<file path="src/rtl/fpsr_pkg.sv">
package fpsr_pkg;

    localparam int XLEN    = 32;
    localparam int SEL_W   = 4;
    localparam int IDX_W   = 4;
    localparam int COND_W  = 4;
    localparam int FLAG_W  = 4;
    localparam int BANK_N  = 4;
    localparam int SLOT_W  = $clog2(BANK_N);

    localparam logic [COND_W-1:0] COND_ALWAYS = 4'hE;
    localparam logic [IDX_W-1:0]  PC_IDX      = 4'hF;

    // selector codes seen by the core
    localparam logic [SEL_W-1:0] SEL_IDENT = 4'd0;
    localparam logic [SEL_W-1:0] SEL_STAT  = 4'd1;
    localparam logic [SEL_W-1:0] SEL_FEATB = 4'd6;
    localparam logic [SEL_W-1:0] SEL_FEATA = 4'd7;
    localparam logic [SEL_W-1:0] SEL_XCTL  = 4'd8;
    localparam logic [SEL_W-1:0] SEL_INSA  = 4'd9;
    localparam logic [SEL_W-1:0] SEL_INSB  = 4'd10;

    // storage slots of the writable bank
    localparam logic [SLOT_W-1:0] SLOT_STAT = 2'd0;
    localparam logic [SLOT_W-1:0] SLOT_XCTL = 2'd1;
    localparam logic [SLOT_W-1:0] SLOT_INSA = 2'd2;
    localparam logic [SLOT_W-1:0] SLOT_INSB = 2'd3;

    typedef enum logic [2:0] {
        RK_NONE,
        RK_IDENT,
        RK_STAT,
        RK_FEATA,
        RK_FEATB,
        RK_XCTL,
        RK_INSA,
        RK_INSB
    } reg_kind_e;

    typedef struct packed {
        reg_kind_e kind;
        logic      rd_ok;
        logic      wr_ok;
        logic      flag_xfer;
    } access_t;

    function automatic reg_kind_e decode_kind(input logic [SEL_W-1:0] s);
        case (s)
            SEL_IDENT: return RK_IDENT;
            SEL_STAT:  return RK_STAT;
            SEL_FEATA: return RK_FEATA;
            SEL_FEATB: return RK_FEATB;
            SEL_XCTL:  return RK_XCTL;
            SEL_INSA:  return RK_INSA;
            SEL_INSB:  return RK_INSB;
            default:   return RK_NONE;
        endcase
    endfunction

    function automatic logic kind_needs_priv(input reg_kind_e k);
        return (k == RK_XCTL) || (k == RK_INSA) || (k == RK_INSB);
    endfunction

    function automatic logic kind_writable(input reg_kind_e k);
        return (k == RK_STAT) || kind_needs_priv(k);
    endfunction

    function automatic logic [SLOT_W-1:0] kind_slot(input reg_kind_e k);
        case (k)
            RK_XCTL: return SLOT_XCTL;
            RK_INSA: return SLOT_INSA;
            RK_INSB: return SLOT_INSB;
            default: return SLOT_STAT;
        endcase
    endfunction

    function automatic logic [XLEN-1:0] build_ident(
        input logic [7:0] impl,
        input logic       sw,
        input logic [6:0] subarch,
        input logic [7:0] part,
        input logic [3:0] variant,
        input logic [3:0] rev
    );
        return {impl, sw, subarch, part, variant, rev};
    endfunction

endpackage

</file>
<file path="src/rtl/fpsr_access_gate.sv">
module fpsr_access_gate
    import fpsr_pkg::*;
(
    input  logic              rd_en,
    input  logic              wr_en,
    input  logic [SEL_W-1:0]  sel,
    input  logic [IDX_W-1:0]  gpr_idx,
    input  logic [COND_W-1:0] cond,
    input  logic              cond_pass,
    input  logic              priv,
    output access_t           acc
);
    reg_kind_e kind;
    logic      executes;
    logic      permitted;
    logic      to_pc;

    always_comb begin
        kind      = decode_kind(sel);
        executes  = (cond == COND_ALWAYS) || cond_pass;
        permitted = (kind != RK_NONE) && (!kind_needs_priv(kind) || priv);
        to_pc     = (kind == RK_STAT) && (gpr_idx == PC_IDX);

        acc.kind      = kind;
        acc.rd_ok     = executes && rd_en && permitted && !to_pc;
        acc.flag_xfer = executes && rd_en && permitted && to_pc;
        acc.wr_ok     = executes && wr_en && permitted && kind_writable(kind);
    end
endmodule

</file>
<file path="src/rtl/fpsr_reg_bank.sv">
module fpsr_reg_bank
    import fpsr_pkg::*;
#(
    parameter logic [XLEN-1:0] INSA_RST = 32'hEE00_0A00
) (
    input  logic                        clk,
    input  logic                        rst,
    input  logic                        wr_ok,
    input  logic [SLOT_W-1:0]           wr_slot,
    input  logic [XLEN-1:0]             wr_data,
    output logic [BANK_N-1:0][XLEN-1:0] regs
);
    for (genvar g = 0; g < BANK_N; g++) begin : g_slot
        localparam logic [XLEN-1:0] RST_VAL =
            (g == int'(SLOT_INSA)) ? INSA_RST : '0;

        always_ff @(posedge clk) begin
            if (rst) begin
                regs[g] <= RST_VAL;
            end else if (wr_ok && (wr_slot == SLOT_W'(g))) begin
                regs[g] <= wr_data;
            end
        end
    end
endmodule

</file>
<file path="src/rtl/fpsr_read_mux.sv">
module fpsr_read_mux
    import fpsr_pkg::*;
#(
    parameter logic [XLEN-1:0] IDENT_VAL = '0,
    parameter logic [XLEN-1:0] FEATA_VAL = 32'h1111_1111,
    parameter logic [XLEN-1:0] FEATB_VAL = '0
) (
    input  reg_kind_e                   kind,
    input  logic [BANK_N-1:0][XLEN-1:0] regs,
    output logic [XLEN-1:0]             value
);
    always_comb begin
        case (kind)
            RK_IDENT: value = IDENT_VAL;
            RK_FEATA: value = FEATA_VAL;
            RK_FEATB: value = FEATB_VAL;
            RK_STAT:  value = regs[SLOT_STAT];
            RK_XCTL:  value = regs[SLOT_XCTL];
            RK_INSA:  value = regs[SLOT_INSA];
            RK_INSB:  value = regs[SLOT_INSB];
            default:  value = '0;
        endcase
    end
endmodule

</file>
<file path="src/rtl/fpsr_access_unit.sv">
module fpsr_access_unit
    import fpsr_pkg::*;
#(
    parameter logic [7:0]      ID_IMPL    = 8'h41,
    parameter logic            ID_SW      = 1'b0,
    parameter logic [6:0]      ID_SUBARCH = 7'h01,
    parameter logic [7:0]      ID_PART    = 8'h20,
    parameter logic [3:0]      ID_VARIANT = 4'hB,
    parameter logic [3:0]      ID_REV     = 4'h4,
    parameter logic [31:0]     INSA_RST   = 32'hEE00_0A00,
    parameter logic [31:0]     FEATA_VAL  = 32'h1111_1111,
    parameter logic [31:0]     FEATB_VAL  = 32'h0000_0000
) (
    input  logic        clk,
    input  logic        rst,
    input  logic        rd_en,
    input  logic        wr_en,
    input  logic [3:0]  sel,
    input  logic [3:0]  gpr_idx,
    input  logic [3:0]  cond,
    input  logic        cond_pass,
    input  logic        priv,
    input  logic [31:0] wr_data,
    output logic [31:0] rd_data,
    output logic        rd_valid,
    output logic [3:0]  nzcv,
    output logic        flags_upd
);
    localparam logic [XLEN-1:0] IDENT_VAL =
        build_ident(ID_IMPL, ID_SW, ID_SUBARCH, ID_PART, ID_VARIANT, ID_REV);

    access_t                     acc;
    logic [BANK_N-1:0][XLEN-1:0] regs;
    logic [XLEN-1:0]             rd_value;
    logic [XLEN-1:0]             stat_now;

    fpsr_access_gate u_gate (
        .rd_en     (rd_en),
        .wr_en     (wr_en),
        .sel       (sel),
        .gpr_idx   (gpr_idx),
        .cond      (cond),
        .cond_pass (cond_pass),
        .priv      (priv),
        .acc       (acc)
    );

    fpsr_reg_bank #(
        .INSA_RST (INSA_RST)
    ) u_bank (
        .clk     (clk),
        .rst     (rst),
        .wr_ok   (acc.wr_ok),
        .wr_slot (kind_slot(acc.kind)),
        .wr_data (wr_data),
        .regs    (regs)
    );

    fpsr_read_mux #(
        .IDENT_VAL (IDENT_VAL),
        .FEATA_VAL (FEATA_VAL),
        .FEATB_VAL (FEATB_VAL)
    ) u_mux (
        .kind  (acc.kind),
        .regs  (regs),
        .value (rd_value)
    );

    assign stat_now = regs[SLOT_STAT];

    always_ff @(posedge clk) begin
        if (rst) begin
            rd_data   <= '0;
            rd_valid  <= 1'b0;
            nzcv      <= '0;
            flags_upd <= 1'b0;
        end else begin
            rd_valid  <= acc.rd_ok;
            flags_upd <= acc.flag_xfer;
            if (acc.rd_ok) begin
                rd_data <= rd_value;
            end
            if (acc.flag_xfer) begin
                nzcv <= stat_now[XLEN-1 -: FLAG_W];
            end
        end
    end
endmodule

</file>
<file path="config.mk">
export PLATFORM = sky130hd
export DESIGN_NAME = fpsr_access_unit
export DESIGN_NICKNAME = d
export VERILOG_FILES = /design/src/rtl/fpsr_pkg.sv /design/src/rtl/fpsr_access_gate.sv /design/src/rtl/fpsr_reg_bank.sv /design/src/rtl/fpsr_read_mux.sv /design/src/rtl/fpsr_access_unit.sv
export SDC_FILE = /design/constraint.sdc
export NUM_CORES = 1
export LEC_CHECK = 0
export BUFFER_PORTS_ARGS = -buffer_cell sky130_fd_sc_hd__buf_2
export CORE_MARGIN = 2
export CORE_UTILIZATION = 65
export CTS_BUF_LIST = sky130_fd_sc_hd__clkbuf_8
export DETAILED_ROUTE_END_ITERATION = 10
export GPL_ROUTABILITY_DRIVEN = 0
export GPL_TIMING_DRIVEN = 0
export MAX_ROUTING_LAYER = met4
export PLACE_DENSITY = 0.92
export REMOVE_ABC_BUFFERS = 1
export SLEW_MARGIN = 5
export SYNTH_ARGS = -nofsm -noshare
export SYNTH_HDL_FRONTEND = slang
export SYNTH_SLANG_ARGS = --single-unit
</file>
<file path="constraint.sdc">
create_clock -name clk -period 2.89 [get_ports clk]
set_input_delay 0.1445 -clock clk [delete_from_list [all_inputs] [get_ports clk]]
set_output_delay 0.1445 -clock clk [all_outputs]
set_load 0.03 [all_outputs]
</file>
==> flow_summary.toml <==
[run_status]
outcome = "complete, no violations"

[power]
p_clk_frac = 0.398
p_sw_frac = 0.240
p_sw_mw = 1.03
p_leak_nw = 3.75
pwr-share-comb = 0.070
internal_power_mw = 3.28
seqPwrFrac = 0.532
ir_worst_vdd_uv = 414
power.density_nw_per_um2 = 518

[detailed_routing]
route.detailed.wl_per_inst_um = 19.4
vias = 5510
drtIter0Drc = 390
vias_per_cell = 6.06
dr.pass1.iters = 5
wl_um = 17600
antenna_left = 0
drc_errors = 0

[global_routing]
overflow = 0
antenna_found_initial = 0
grt_use_total = 0.310
grt_pass1_wl_um = 27700
grt_max_degree = 104
first_global_vias = 5526

[logic_synthesis]
netlist_instances = 690
seq_area_frac_synth = 0.454
synth-main-ff-cell = "dfxtp_1"
synth_edf_count = 0
avgSynthCellArea_sq_um = 10.6
synth_top_area_share = 0.454
synthArstFlopShare = 0
synth_area_leaders = "dfxtp_1 (45%), mux2i_1 (20%), nand2b_1 (14%), o2bb2ai_1 (3.8%), a222oi_1 (2.6%)"
yosysWarningCount = 0
synth_top_cell_by_area = "dfxtp_1"
synth_seq_cells = 166
synth_area_sq_um = 7330
synth.distinct_cells = 42

[layout]
drive_gt1_frac = 0.196
seqCellArea_sq_um = 3320
multi_input_area_sq_um = 3770
area_delta_synth_final_pct = 13.8
diodes = 0
nets = 806
nFillCells = 711
final_common_cell = "dfxtp_1"
fin_util = 0.762
final_cell_mix = "dfxtp_1 (166), nand2b_1 (160), mux2i_1 (144)"

[critical_path]
rrSetupSlack_ns = 1.68
crit_chain = "buf_2, nor4b_4, nand2_1, nand4b_1, buf_8, inv_1, a22o_1"
cp.required_ns = 3.26
slowest_stage = "nor4b_4"
max_stage_delay_ns = 0.73
critPathKind = "in -> reg"
critical_path.max_fanout = 32
worstSetupEndpointType = "register"
critPathLaunchType = "input port"
cp.arrival_ns = 3.06

[timing]
finalHoldViolations = 0
relSlewSlack = 0.147
period_needed_ns = 2.70
rsz0062_at_grt = "no"
timing_worst_slew_pin_value_ns = 1.28
finalHoldWorstSlack_ns = 0.0175
fmax_mhz = 371
drv_slew = 0
post-route-period-util = 0.933
worst_clock_skew_ns = 0.0110
setup_viol = 0

[clock_network]
cts_buffer_depth = 2
cts_root_buf = "clkbuf_8"
cts.sinks = 166
cts_buffers = 17
cts_tree = "built"
cts.htree.levels = 4
path_clk_slew_ns = 0.09
clk_latency_ns = 0.47

[flow_run]
max_cap_violations = 0

[die]
core_area_sq_um = 10900
start_util = 0.670
io_pins = 88
die_w_um = 110
die_h_um = 110
die_area_sq_um = 12100
row_count = 38

[placement]
hpwl_um = 10700
numPortBuffers = 87

[hold_path]
holdCritPathClass = "in -> reg"
per-layer routing:
metal  GRT usage  wire, um  share of wire  vias to the layer above
li1            -         -              -                     2583
met1       0.374      7480           0.43                     2694
met2       0.520      8740           0.50                      205
met3      0.0658      1120          0.064                       28
met4       0.102       249          0.014                        0
met5           -         0              0                        -
stage by stage:
stage,cell area (sq um),total power [mW],worst slack [ns],cells,TNS (ns)
final,8340,4.32,0.194,909,0
after CTS,8340,4.32,0.308,909,0
after floorplan,7070,2.50,0.168,635,0
after global placement,7680,2.61,-2.13,862,-123.87
after detailed placement,7830,2.64,-0.136,868,-2.97
after global routing,8340,4.42,0.131,909,0
registers in the layout, summed over array words and instances, names as in the netlist:
name	count
flags_upd	1
nzcv	4
rd_data	32
rd_valid	1
u_bank.regs	128
Yosys cell counts, types with 3 or more instances:
cell       number
o22ai_1         4
o2bb2ai_1      32
nand2b_1      160
a222oi_1       19
buf_1           3
clkbuf_1       28
a221oi_1        8
nand3b_1        3
a21o_1          8
nor2b_1         6
mux2i_1       144
dfxtp_1       166
nor2_1         27
a211o_1         3
a22o_1          5
buf_2          20
nand2_1         6
nand3_1         4
mux2_2         16
kinds of logic after synthesis:
logic type,after synthesis,share of synthesized area
AND/OR/NAND/NOR,222,0.186
multiplexers,160,0.221
flip-flops,166,0.454
AO/OA/AOI/OAI,85,0.103
buffers and inverters,57,0.0357
critical path, delay by kind of cell:
family | cells | cell delay, ns
AND/OR/NAND/NOR | 3 | 1.67
AO/OA/AOI/OAI | 1 | 0.22
buffers and inverters | 3 | 0.99
layout make-up:
cell class / instances / share of cell area
multi-input combinational: 467 / 0.452
sequential: 166 / 0.399
clock buffer: 21 / 0.0347
clock inverter: 11 / 0.0149
inverter: 2 / 0.000901
timing repair buffer: 102 / 0.0779
tap: 140 / 0.0210
power by group through the flow:
stage	registers, mW	clock network [mW]	logic [mW]
2_1_floorplan	2.36	0	0.140
3_3_place_gp	2.35	0	0.264
3_5_place_dp	2.35	0	0.286
4_1_cts	2.30	1.72	0.299
5_1_grt	2.30	1.80	0.322
6_report	2.30	1.72	0.302
worst paths after layout:
| path | start | endpoint | depth (start not counted) |
|---|---|---|---|
| setup / recovery | sel[0] | rd_data[13] | 7 |
| hold / removal | wr_data[17] | u_bank.regs[49] | 3 |
| setup reg to reg | u_bank.regs[86] | rd_data[22] | 3 |
| hold reg to reg | rd_data[10] | rd_data[10] | 1 |
repair_timing:
action / CTS / global route
setup endpoints to repair: 0 / 0
resized for setup: 0 / 0
buffers inserted: 0 / 0
hold endpoints to repair: 22 / 0
hold buffers: 9 / 0
Power figures use the tool's default switching activity.
